<file path="src/rtl/qrd_pkg.sv">
package qrd_pkg;
    typedef enum logic [2:0] {
        S_IDLE, S_CMD, S_ADDR, S_MODE, S_DUMMY, S_DATA
    } seq_state_e;

    localparam logic [2:0] RIDX_INSTR = 3'd0;
    localparam logic [2:0] RIDX_MODEB = 3'd1;
    localparam logic [2:0] RIDX_ASIZE = 3'd2;
    localparam logic [2:0] RIDX_SADDR = 3'd3;
    localparam logic [2:0] RIDX_COUNT = 3'd4;
    localparam logic [2:0] RIDX_CTRL  = 3'd5;
    localparam logic [2:0] RIDX_LEVEL = 3'd6;

    localparam logic [1:0] LANE_DUAL = 2'd1;
    localparam logic [1:0] LANE_QUAD = 2'd2;

    localparam logic [31:0] INSTR_MASK = 32'h1F13_33FF;
endpackage

</file>
<file path="src/rtl/qrd_regs.sv">
module qrd_regs
    import qrd_pkg::*;
(
    input  logic        clk,
    input  logic        rst_n,
    input  logic        reg_wr,
    input  logic [2:0]  reg_addr,
    input  logic [31:0] reg_wdata,
    output logic [31:0] instr_q,
    output logic [7:0]  mode_byte,
    output logic [3:0]  addr_size,
    output logic [31:0] start_addr,
    output logic [31:0] byte_count,
    output logic        start_p,
    output logic        cancel_p,
    output logic        done_clr_p
);
    logic ctrl_wr;
    assign ctrl_wr    = reg_wr && (reg_addr == RIDX_CTRL);
    assign start_p    = ctrl_wr && reg_wdata[0];
    assign cancel_p   = ctrl_wr && reg_wdata[1];
    assign done_clr_p = ctrl_wr && reg_wdata[5];

    always_ff @(posedge clk or negedge rst_n) begin
        if (!rst_n) begin
            instr_q    <= '0;
            mode_byte  <= '0;
            addr_size  <= '0;
            start_addr <= '0;
            byte_count <= '0;
        end else if (reg_wr) begin
            unique case (reg_addr)
                RIDX_INSTR: instr_q    <= reg_wdata & INSTR_MASK;
                RIDX_MODEB: mode_byte  <= reg_wdata[7:0];
                RIDX_ASIZE: addr_size  <= reg_wdata[3:0];
                RIDX_SADDR: start_addr <= reg_wdata;
                RIDX_COUNT: byte_count <= reg_wdata;
                default: ;
            endcase
        end
    end
endmodule

</file>
<file path="src/rtl/qrd_fifo.sv">
module qrd_fifo #(
    parameter int DEPTH = 16,
    localparam int AW = $clog2(DEPTH)
) (
    input  logic        clk,
    input  logic        rst_n,
    input  logic        clear,
    input  logic        push,
    input  logic [7:0]  push_data,
    input  logic        pop,
    output logic [7:0]  pop_data,
    output logic [AW:0] level,
    output logic        full
);
    logic [7:0]    mem [DEPTH];
    logic [AW-1:0] wp, rp;
    logic          do_push, do_pop;

    assign full     = (level == (AW+1)'(DEPTH));
    assign do_push  = push && !full;
    assign do_pop   = pop && (level != '0);
    assign pop_data = mem[rp];

    always_ff @(posedge clk) begin
        if (do_push) mem[wp] <= push_data;
    end

    always_ff @(posedge clk or negedge rst_n) begin
        if (!rst_n) begin
            wp <= '0; rp <= '0; level <= '0;
        end else if (clear) begin
            wp <= '0; rp <= '0; level <= '0;
        end else begin
            if (do_push) wp <= wp + 1'b1;
            if (do_pop)  rp <= rp + 1'b1;
            level <= level + (AW+1)'(do_push) - (AW+1)'(do_pop);
        end
    end

    AST_PUSH_HAS_ROOM: assert property (@(posedge clk) disable iff (!rst_n)
        push |-> !full) else $error("push into full FIFO");
    AST_CLEAR_EMPTIES: assert property (@(posedge clk) disable iff (!rst_n)
        clear |=> (level == '0)) else $error("clear left data");
    AST_EMPTY_POP_HOLDS: assert property (@(posedge clk) disable iff (!rst_n)
        (pop && level == '0 && !push && !clear) |=> (level == '0)) else $error("pop on empty moved level");
endmodule

</file>
<file path="src/rtl/qrd_seq.sv">
module qrd_seq
    import qrd_pkg::*;
(
    input  logic        clk,
    input  logic        rst_n,
    input  logic [7:0]  opcode,
    input  logic [1:0]  data_lane,
    input  logic        mode_en,
    input  logic [4:0]  dummy_clks,
    input  logic [7:0]  mode_byte,
    input  logic [1:0]  addr_sz,
    input  logic [31:0] start_addr,
    input  logic [31:0] byte_count,
    input  logic        start_p,
    input  logic        cancel_p,
    input  logic        done_clr_p,
    input  logic        fifo_full,
    input  logic [3:0]  dq_in,
    output logic        busy,
    output logic        done,
    output logic        cs_n,
    output logic        sclk_en,
    output logic [3:0]  dq_out,
    output logic [3:0]  dq_oe,
    output logic        push,
    output logic [7:0]  push_data
);
    seq_state_e  state, state_d;
    logic [5:0]  cnt, cnt_d;
    logic [31:0] sh, sh_d;
    logic [7:0]  acc, acc_d, acc_next;
    logic [31:0] left, left_d;
    logic        done_d;
    logic [5:0]  per_byte_m1, addr_m1, after_hdr_cnt;
    logic [31:0] addr_aligned;
    seq_state_e  after_hdr;

    always_comb begin
        unique case (data_lane)
            LANE_QUAD: begin per_byte_m1 = 6'd1; acc_next = {acc[3:0], dq_in};      end
            LANE_DUAL: begin per_byte_m1 = 6'd3; acc_next = {acc[5:0], dq_in[1:0]}; end
            default:   begin per_byte_m1 = 6'd7; acc_next = {acc[6:0], dq_in[1]};   end
        endcase
        unique case (addr_sz)
            2'd0:    addr_aligned = {start_addr[7:0], 24'b0};
            2'd1:    addr_aligned = {start_addr[15:0], 16'b0};
            2'd2:    addr_aligned = {start_addr[23:0], 8'b0};
            default: addr_aligned = start_addr;
        endcase
        addr_m1 = {1'b0, addr_sz, 3'b111};
        if (dummy_clks != 5'd0) begin
            after_hdr     = S_DUMMY;
            after_hdr_cnt = {1'b0, dummy_clks} - 6'd1;
        end else begin
            after_hdr     = S_DATA;
            after_hdr_cnt = per_byte_m1;
        end
    end

    // next-state process
    always_comb begin
        state_d = state; cnt_d = cnt; sh_d = sh;
        acc_d = acc; left_d = left; done_d = done;
        if (done_clr_p) done_d = 1'b0;
        unique case (state)
            S_IDLE: if (start_p && !cancel_p && byte_count != '0) begin
                state_d = S_CMD; cnt_d = 6'd7;
                sh_d = {opcode, 24'b0}; left_d = byte_count; done_d = 1'b0;
            end
            S_CMD: begin
                sh_d = {sh[30:0], 1'b0};
                if (cnt == '0) begin
                    state_d = S_ADDR; cnt_d = addr_m1; sh_d = addr_aligned;
                end else cnt_d = cnt - 6'd1;
            end
            S_ADDR: begin
                sh_d = {sh[30:0], 1'b0};
                if (cnt == '0) begin
                    if (mode_en) begin
                        state_d = S_MODE; cnt_d = 6'd7; sh_d = {mode_byte, 24'b0};
                    end else begin
                        state_d = after_hdr; cnt_d = after_hdr_cnt;
                    end
                end else cnt_d = cnt - 6'd1;
            end
            S_MODE: begin
                sh_d = {sh[30:0], 1'b0};
                if (cnt == '0) begin
                    state_d = after_hdr; cnt_d = after_hdr_cnt;
                end else cnt_d = cnt - 6'd1;
            end
            S_DUMMY: begin
                if (cnt == '0) begin
                    state_d = S_DATA; cnt_d = per_byte_m1;
                end else cnt_d = cnt - 6'd1;
            end
            S_DATA: if (!fifo_full) begin
                acc_d = acc_next;
                if (cnt == '0) begin
                    left_d = left - 32'd1; cnt_d = per_byte_m1;
                    if (left == 32'd1) begin
                        state_d = S_IDLE; done_d = 1'b1;
                    end
                end else cnt_d = cnt - 6'd1;
            end
            default: state_d = S_IDLE;
        endcase
        if (cancel_p) state_d = S_IDLE;
    end

    // state register
    always_ff @(posedge clk or negedge rst_n) begin
        if (!rst_n) begin
            state <= S_IDLE; cnt <= '0; sh <= '0;
            acc <= '0; left <= '0; done <= 1'b0;
        end else begin
            state <= state_d; cnt <= cnt_d; sh <= sh_d;
            acc <= acc_d; left <= left_d; done <= done_d;
        end
    end

    // output process
    always_comb begin
        busy      = (state != S_IDLE);
        cs_n      = (state == S_IDLE);
        sclk_en   = 1'b0;
        dq_oe     = 4'b0000;
        dq_out    = 4'b0000;
        push      = 1'b0;
        push_data = acc_next;
        unique case (state)
            S_CMD, S_ADDR, S_MODE: begin
                sclk_en = 1'b1; dq_oe = 4'b0001; dq_out = {3'b000, sh[31]};
            end
            S_DUMMY: sclk_en = 1'b1;
            S_DATA: begin
                sclk_en = !fifo_full;
                push    = !fifo_full && (cnt == '0);
            end
            default: ;
        endcase
    end

    AST_CANCEL_STOPS: assert property (@(posedge clk) disable iff (!rst_n)
        cancel_p |=> (state == S_IDLE)) else $error("cancel ignored");
    AST_DONE_AT_END: assert property (@(posedge clk) disable iff (!rst_n)
        $rose(done) |-> ($past(state) == S_DATA) && (state == S_IDLE)) else $error("done out of place");
    AST_STALL_HOLDS: assert property (@(posedge clk) disable iff (!rst_n)
        (state == S_DATA && fifo_full && !cancel_p) |=> $stable(acc) && $stable(cnt) && $stable(left)) else $error("stall moved");
    AST_START_NEEDS_IDLE: assert property (@(posedge clk) disable iff (!rst_n)
        (state == S_DATA && start_p && !cancel_p && left > 32'd1) |=> (state == S_DATA)) else $error("restart while busy");
endmodule

</file>
<file path="src/rtl/qrd_top.sv">
module qrd_top
    import qrd_pkg::*;
#(
    parameter int FIFO_DEPTH = 16
) (
    input  logic        clk,
    input  logic        rst_n,
    input  logic        reg_wr,
    input  logic [2:0]  reg_addr,
    input  logic [31:0] reg_wdata,
    output logic [31:0] reg_rdata,
    input  logic        fifo_pop,
    output logic [7:0]  fifo_data,
    output logic        fl_cs_n,
    output logic        fl_sclk_en,
    output logic [3:0]  fl_dq_out,
    output logic [3:0]  fl_dq_oe,
    input  logic [3:0]  fl_dq_in
);
    localparam int LW = $clog2(FIFO_DEPTH) + 1;

    logic [31:0] instr_q, start_addr, byte_count;
    logic [7:0]  mode_byte, push_data;
    logic [3:0]  addr_size;
    logic        start_p, cancel_p, done_clr_p;
    logic        busy, done, push, fifo_full;
    logic [LW-1:0] level;

    qrd_regs u_regs (
        .clk(clk), .rst_n(rst_n), .reg_wr(reg_wr), .reg_addr(reg_addr),
        .reg_wdata(reg_wdata), .instr_q(instr_q), .mode_byte(mode_byte),
        .addr_size(addr_size), .start_addr(start_addr), .byte_count(byte_count),
        .start_p(start_p), .cancel_p(cancel_p), .done_clr_p(done_clr_p)
    );

    qrd_seq u_seq (
        .clk(clk), .rst_n(rst_n), .opcode(instr_q[7:0]), .data_lane(instr_q[17:16]),
        .mode_en(instr_q[20]), .dummy_clks(instr_q[28:24]), .mode_byte(mode_byte),
        .addr_sz(addr_size[1:0]), .start_addr(start_addr), .byte_count(byte_count),
        .start_p(start_p), .cancel_p(cancel_p), .done_clr_p(done_clr_p),
        .fifo_full(fifo_full), .dq_in(fl_dq_in), .busy(busy), .done(done),
        .cs_n(fl_cs_n), .sclk_en(fl_sclk_en), .dq_out(fl_dq_out), .dq_oe(fl_dq_oe),
        .push(push), .push_data(push_data)
    );

    qrd_fifo #(.DEPTH(FIFO_DEPTH)) u_fifo (
        .clk(clk), .rst_n(rst_n), .clear(cancel_p), .push(push),
        .push_data(push_data), .pop(fifo_pop), .pop_data(fifo_data),
        .level(level), .full(fifo_full)
    );

    always_comb begin
        unique case (reg_addr)
            RIDX_INSTR: reg_rdata = instr_q;
            RIDX_MODEB: reg_rdata = {24'b0, mode_byte};
            RIDX_ASIZE: reg_rdata = {28'b0, addr_size};
            RIDX_SADDR: reg_rdata = start_addr;
            RIDX_COUNT: reg_rdata = byte_count;
            RIDX_CTRL:  reg_rdata = {26'b0, done, 2'b0, busy, 2'b0};
            RIDX_LEVEL: reg_rdata = {16'b0, 16'(level)};
            default:    reg_rdata = '0;
        endcase
    end
endmodule

</file>
<file path="config.mk">
export PLATFORM = sky130hd
export DESIGN_NAME = qrd_top
export DESIGN_NICKNAME = d
export VERILOG_FILES = /design/src/rtl/qrd_pkg.sv /design/src/rtl/qrd_regs.sv /design/src/rtl/qrd_fifo.sv /design/src/rtl/qrd_seq.sv /design/src/rtl/qrd_top.sv
export SDC_FILE = /design/constraint.sdc
export NUM_CORES = 1
export LEC_CHECK = 0
export ABC_AREA = 1
export BUFFER_PORTS_ARGS = -buffer_cell sky130_fd_sc_hd__buf_2
export CELL_PAD_IN_SITES_DETAIL_PLACEMENT = 0
export CELL_PAD_IN_SITES_GLOBAL_PLACEMENT = 1
export CORE_ASPECT_RATIO = 2
export CORE_MARGIN = 8
export CORE_UTILIZATION = 38
export CTS_CLUSTER_SIZE = 12
export DETAILED_ROUTE_END_ITERATION = 16
export HOLD_SLACK_MARGIN = 0.05
export PLACE_DENSITY = 0.71
export SLEW_MARGIN = 20
export SYNTH_ARGS = -nofsm -noshare
export SYNTH_HDL_FRONTEND = slang
export SYNTH_SLANG_ARGS = --single-unit
</file>
<file path="constraint.sdc">
create_clock -name clk -period 2.2 [get_ports clk]
set_input_delay 0.33 -clock clk [delete_from_list [all_inputs] [get_ports clk]]
set_output_delay 0.33 -clock clk [all_outputs]
set_load 0.02 [all_outputs]
</file>
; ---- Word-level counts from Yosys, hierarchy flattened
; Memory sizes are Yosys's and may differ from the RTL's.
; Cells that the tools add are included.
; W data, S select, Z words.
[totals]
reg_bits = 190
ramBits = 128
inputBits = 43
out_inout_bits = 50
elab_cells = 138
memories = 1
[classes]
addsub = 7
n_eq_ne = 28
mux = 51
n_bitwise = 1
reduce_logical = 36
[mem_list]
columns = name, words, word_bits, read_ports, rd_ports_with_merged_regs, write_ports, line
row1 = u_fifo.mem, 16, 8, 1, 0, 1, qrd_fifo.sv:15  ; logic [7:0] mem [DEPTH];
[op_table]
columns = op, n
row1 = $mux W32, 7
row2 = $pmux W32 S7, 1
row3 = $pmux W32 S4, 1
row4 = $pmux W32 S3, 1
row5 = $pmux W32 S2, 1
row6 = $mux W6, 8
row7 = $pmux W6 S6, 1
row8 = $eq A32 B1 Y1 const B, 1
row9 = $reduce_bool A32 Y1, 1
row10 = $sub A32 B1 Y32 const B, 1
row11 = $mux W3, 10
row12 = $ne A3 B1 Y1 const B, 7
row13 = $pmux W3 S6, 1
row14 = $mux W4, 4
row15 = $pmux W8 S2, 1
row16 = $eq A3 B3 Y1 const B, 5
row17 = $reduce_and A2 Y1, 7
row18 = $eq A3 B2 Y1 const B, 4
row19 = $mux W1, 11
row20 = $reduce_bool A5 Y1, 2
row21 = $logic_and A1 B1 Y1, 9
row22 = $add A4 B1 Y4 const B, 2
row23 = $reduce_and A8 Y1, 1
row24 = $eq A3 B1 Y1 const B, 2
row25 = other kinds (26), 34

; ---- Longest topological paths before layout
[depth]
depth_word = 9
ltp_mapped = 14

; ---- By module
; A second synthesis with hierarchy kept.
[hier_totals]
cells_unflattened = 2224
area_unflattened_um2 = 17460.5
[modules_own_cells]
columns = mod, instances, cells_each, area_per_inst_um2, seq_area_each_um2
row1 = qrd_fifo, 1, 628, 6357.3, 4169.0
row2 = qrd_seq, 1, 947, 6259.8, 2026.9
row3 = qrd_regs, 1, 445, 3875.0, 2402.3
row4 = qrd_top, 1, 204, 968.4, 0.0

; ---- Worst setup path before layout
; OpenSTA, ideal clock, no wires.
[synth_timing]
kind = flip-flop to flip-flop
start = register u_seq.cnt[0]
end = register u_fifo.level[4]
t_arrival_ns = 2.229
path_slack_ns = -0.161
path_stages_with_launch = 15
n_path_buf = 1
synth_period_minus_slack_ns = 2.361
cell_sequence = dfrtp_1 inv_1 ha_1 nand2_1 nor2_4 buf_4 nand3_2 inv_2 ha_1 inv_1 fa_1 nor3_1 a211oi_1 xor2_1 nor2_1
[synth_between]
elab_chain_cells = 7
[synth_lines]
columns = item, line
row1 = "start, declared", qrd_seq.sv:29  ; logic [5:0] cnt, cnt_d;
row2 = "start signal, assigned", qrd_seq.sv:114  ; state <= S_IDLE; cnt <= '0; sh <= '0;
row3 = "start signal, assigned", qrd_seq.sv:117  ; state <= state_d; cnt <= cnt_d; sh <= sh_d;
row4 = $logic_not A6 Y1, qrd_seq.sv:138  ; push = !fifo_full && (cnt == '0);
row5 = $logic_and A1 B1 Y1, qrd_seq.sv:138
row6 = $mux W1, qrd_seq.sv:131  ; unique case (state)
row7 = $logic_and A1 B1 Y1, qrd_fifo.sv:20  ; assign do_push = push && !full;
row8 = $add A5 B1 Y5, qrd_fifo.sv:36  ; level <= level + (AW+1)'(do_push) - (AW+1)'(do_pop);
row9 = $sub A5 B1 Y5, qrd_fifo.sv:36
row10 = $mux W5, qrd_fifo.sv:31  ; end else if (clear) begin
row11 = "end signal, assigned", qrd_fifo.sv:36
row12 = "end, declared", qrd_fifo.sv:12  ; output logic [AW:0] level,
; Every way passes these cells.
; A chain may end at the register's enable or synchronous reset.

; ---- Worst setup path after layout
[layout_timing]
start = register u_fifo.rp[0]
end = output fifo_data[3]
[layout_between]
elab_chain_cells = 1
[layout_lines]
columns = item, line
row1 = "start, declared", qrd_fifo.sv:16  ; logic [AW-1:0] wp, rp;
row2 = "start signal, assigned", qrd_fifo.sv:35  ; if (do_pop) rp <= rp + 1'b1;
row3 = $mem_v2 Z16 W8, n/a
row4 = "end, declared", qrd_top.sv:13  ; output logic [7:0] fifo_data,
; Every way passes these cells.

==> reports/metrics.csv <==
stage,metric,value,unit
power_and_ir_drop,Combinational Power Share,46.6,%
die,DIE AREA,49400,um^2
logic_synthesis,most frequently used flop master after synthesis,dfrtp_1,
flow_run,Max-Cap Viols,0,
grt,first-pass GRT wire length,83800,um
route,Avg WL per Cell,21.3,um
route,via density per instance,5.31,
grt,vias in the first global route,14300,
critical_path,Worst EP required,1.87,ns
logic_synthesis,top post-synthesis cells by area,"dfrtp_1, edfxtp_1, nand2_1",
logic_synthesis,Synth area leader,dfrtp_1,
logic_synthesis,Post-synth EDFFs,128,
timing,worst slew pin tran,0.604,ns
grt,largest net degree at the start of global routing,62,
min_path,hold path depth,3,
logic_synthesis,"Avg Cell Area, Syn",8.53,um^2
clocking,clock sink count,318,
critical_path,Critical Path AT,2.01,ns
route,detailed router's first-iteration violation count,820,
grt,global route overflow,0,
clocking,Worst-path clk slew,0.06,ns
clocking,TritonCTS clock tree,built,
die,core box area,41800,um^2
die,IO Count,93,
die,placement row count,106,
logic_synthesis,post-synth cell types,47,
grt,initial antenna violation count,0,
clocking,total CTS buffers,31,
logic_synthesis,#FFs+latches synth,318,
power_and_ir_drop,Sw Share,41.7,%
clocking,CTS root buffer,clkbuf_16,
critical_path,critical path class,reg -> out,
logic_synthesis,Yosys top cell area share,29.7,%
place,placed wire-length estimate,42100,um
die,Initial Util,38.4,%
final_layout,ratio of cells with drive above 1 in the final layout,19.6,%
power_and_ir_drop,Net Sw Power,10.5,mW
critical_path,r2r startpoint,u_fifo.level[3],
clocking,Clock Path Buffers,3,
timing,Final setup viols,10,
timing,Fin. Hold Viols,0,
logic_synthesis,post-synthesis async set-or-reset flop share,59.7,%
place,global placer's final weighted congestion,0.899,
critical_path,r2r worst-path depth,14,
route,DRC viols,0,
min_path,Hold Crit Class,in -> reg,
logic_synthesis,Synth top cells by count,"nand2_1, o21ai_0, nor2_1",
final_layout,Nets,2158,
final_layout,Synth-to-Final Area Change,23.4,%
critical_path,reg2reg setup slack,-0.02,ns
power_and_ir_drop,clock share of power,19.6,%
clocking,H-tree Lvls,1,
final_layout,"Cell Count, Final, Fillers Out",2653,
power_and_ir_drop,P_int,14.7,mW
die,die extent in y,306,um
timing,Slew headroom,59.6,%
power_and_ir_drop,Pwr per Cell Area,1270,nW/um^2
timing,Setup Skew,0.0168,ns
logic_synthesis,"Seq/Total Area, Yosys",53.7,%
route,drt pass-1 iters,5,
timing,Final Worst Setup Slack,-0.143,ns
min_path,hold endpoint,u_regs.byte_count[13],
place,Placement Setup Slack,-0.111,ns
timing,Tcrit/Tclk final,106,%
power_and_ir_drop,Sequential Power Share,33.8,%
final_layout,ANT cells,0,
final_layout,FILL cells,4137,
status,failing checks,setup timing,
route,total number of vias,14100,
logic_synthesis,"count leader, synth",nand2_1,
power_and_ir_drop,Pleak,8.75,nW
critical_path,CP Launch Type,flip-flop,
route,remaining antenna violation count,0,
die,Die Span X,161,um
route,Routed WL,56500,um
status,status,"complete, but fails checks",
clocking,Clock Latency Late Sink,0.59,ns
critical_path,R2R Path End,u_fifo.level[4],
power_and_ir_drop,Peak VDD IR,0.635,mV
critical_path,CP Max Fanout,26,
timing,RSZ-0062 raised after global routing,true,
critical_path,CP Capture Type,output port,
logic_synthesis,synth warn,0,
min_path,worst hold start,reg_wdata[13],
timing,Peak Freq,0.427,GHz
grt,overall routing resource usage,22.2,%
timing,fin crit period,2.34,ns
logic_synthesis,Synth Instances,1879,
timing,Hold WS,0.0716,ns
place,Port Buffer Count,86,
logic_synthesis,post-synthesis instance area,16000,um^2
timing,fin. max-slew vios,0,
power_and_ir_drop,Pwr Total,25.2,mW
place,Placed Cells,2555,
==> cells by family (layout without fill, tap and decap cells) <==
kind of cell | Yosys count | count (layout) | synth area share (%)
simple gates | 805 | 805 | 20.4
compound gates | 422 | 422 | 15.4
flops | 318 | 318 | 53.7
buf+inv | 286 | 515 | 7.31
fa+ha+maj | 21 | 21 | 1.69
xor+xnor | 17 | 17 | 0.929
mux | 9 | 9 | 0.562
other cells | 1 | 6 | 0.0234
==> power groups by stage <==
stage	combinational [mW]	clock, mW	sequential, mW
after floorplan	6.26	0	8.27
after global placement	9.84	0	8.51
after detailed placement	9.98	0	8.53
after CTS	10.9	5.04	8.46
after global routing	12.8	5.24	8.62
final	11.7	4.94	8.50
==> area by class of cell <==
class                   instances  area (um^2)  area share, %
clock buffers                  48          860           4.35
clock inverters                 4         23.8          0.120
inverters                     200          777           3.93
multi-input cells            1280         6620           33.5
flip-flops and latches        318         8610           43.5
well taps                     540          676           3.42
repair buffers                263         2220           11.2
==> critical path, stage by stage (launching register included) <==
cell and delay [ns]:
dfrtp_2 0.42, clkinv_4 0.12, buf_12 0.17, nor2_2 0.11, o22ai_2 0.11, o211ai_1 0.22
nand2_1 0.09, buf_4 0.17
==> per-layer routing <==
layer / GRT usage (%) / vias to the layer above / share of wire (%) / wire (um)
met5: 0 / - / 0 / 0
met1: 20.7 / 6759 / 32 / 18300
li1: - / 6716 / - / -
met3: 2.07 / 189 / 3.3 / 1850
met4: 16.2 / 0 / 8.7 / 4890
met2: 43.5 / 411 / 56 / 31500
==> how the worst max path moves through the flow <==
| stage | endpoint | slack [ns] | startpoint | cells past startpoint |
|---|---|---|---|---|
| after floorplan | u_fifo.mem[0][1] | -0.06 | u_regs.instr_q[16] | 6 |
| after global placement | u_fifo.level[4] | -0.08 | u_fifo.level[2] | 14 |
| after detailed placement | u_fifo.level[4] | -0.11 | u_fifo.level[2] | 14 |
| after CTS | fifo_data[4] | -0.17 | u_fifo.rp[0] | 6 |
| after global routing | fifo_data[6] | -0.27 | u_fifo.rp[0] | 6 |
| final | fifo_data[3] | -0.14 | u_fifo.rp[0] | 7 |
==> per-stage QoR <==
step | TNS, ns | instance area (um^2) | utilization, %
2_1_floorplan | -3.13 | 16100 | -
5_1_grt | -1.90 | 19800 | 47.3
3_3_place_gp | -0.0810 | 17900 | 42.8
3_5_place_dp | -0.124 | 17900 | 42.8
6_report | -1.01 | 19800 | 47.3
4_1_cts | -1.28 | 19400 | 46.3
==> cells in the final DEF (no fill, tap or decap), types with 14 or more instances in the layout <==
cell type and instances:
a21oi_1 23, a22oi_1 18, buf_12 16, buf_2 72, buf_4 140, clkbuf_1 15, clkbuf_16 35, dfrtp_1 184
edfxtp_1 128, ha_1 15, inv_1 174, inv_2 16, nand2_1 467, nand3_1 72, nand4_1 14, nor2_1 193
nor2_2 19, o211ai_1 18, o21ai_0 215, o21ai_1 35, o21ai_2 21, o221ai_1 31, o22ai_1 27
==> sequential cells by signal, indices dropped and copies added (netlist names), 3 cells and up <==
| register | cells |
|---|---|
| u_fifo.wp | 4 |
| u_seq.sh | 32 |
| u_regs.byte_count | 32 |
| u_fifo.level | 5 |
| u_seq.cnt | 6 |
| u_seq.left | 32 |
| u_regs.instr_q | 20 |
| u_seq.acc | 7 |
| u_regs.mode_byte | 8 |
| u_seq.state | 3 |
| u_regs.addr_size | 4 |
| u_fifo.rp | 4 |
| u_regs.start_addr | 32 |
| u_fifo.mem | 128 |
==> repair_timing <==
| item | 4_1_cts | 5_1_grt |
|---|---|---|
| hold buffers | 13 | 0 |
| gates resized for setup | 95 | 93 |
| endpoints found under the setup margin | 19 | 86 |
| pin swaps | 16 | 26 |
| gates cloned | 3 | 5 |
| buffers inserted | 20 | 8 |
| hold endpoints to repair | 152 | 0 |
(Power assumes the default switching activity.)
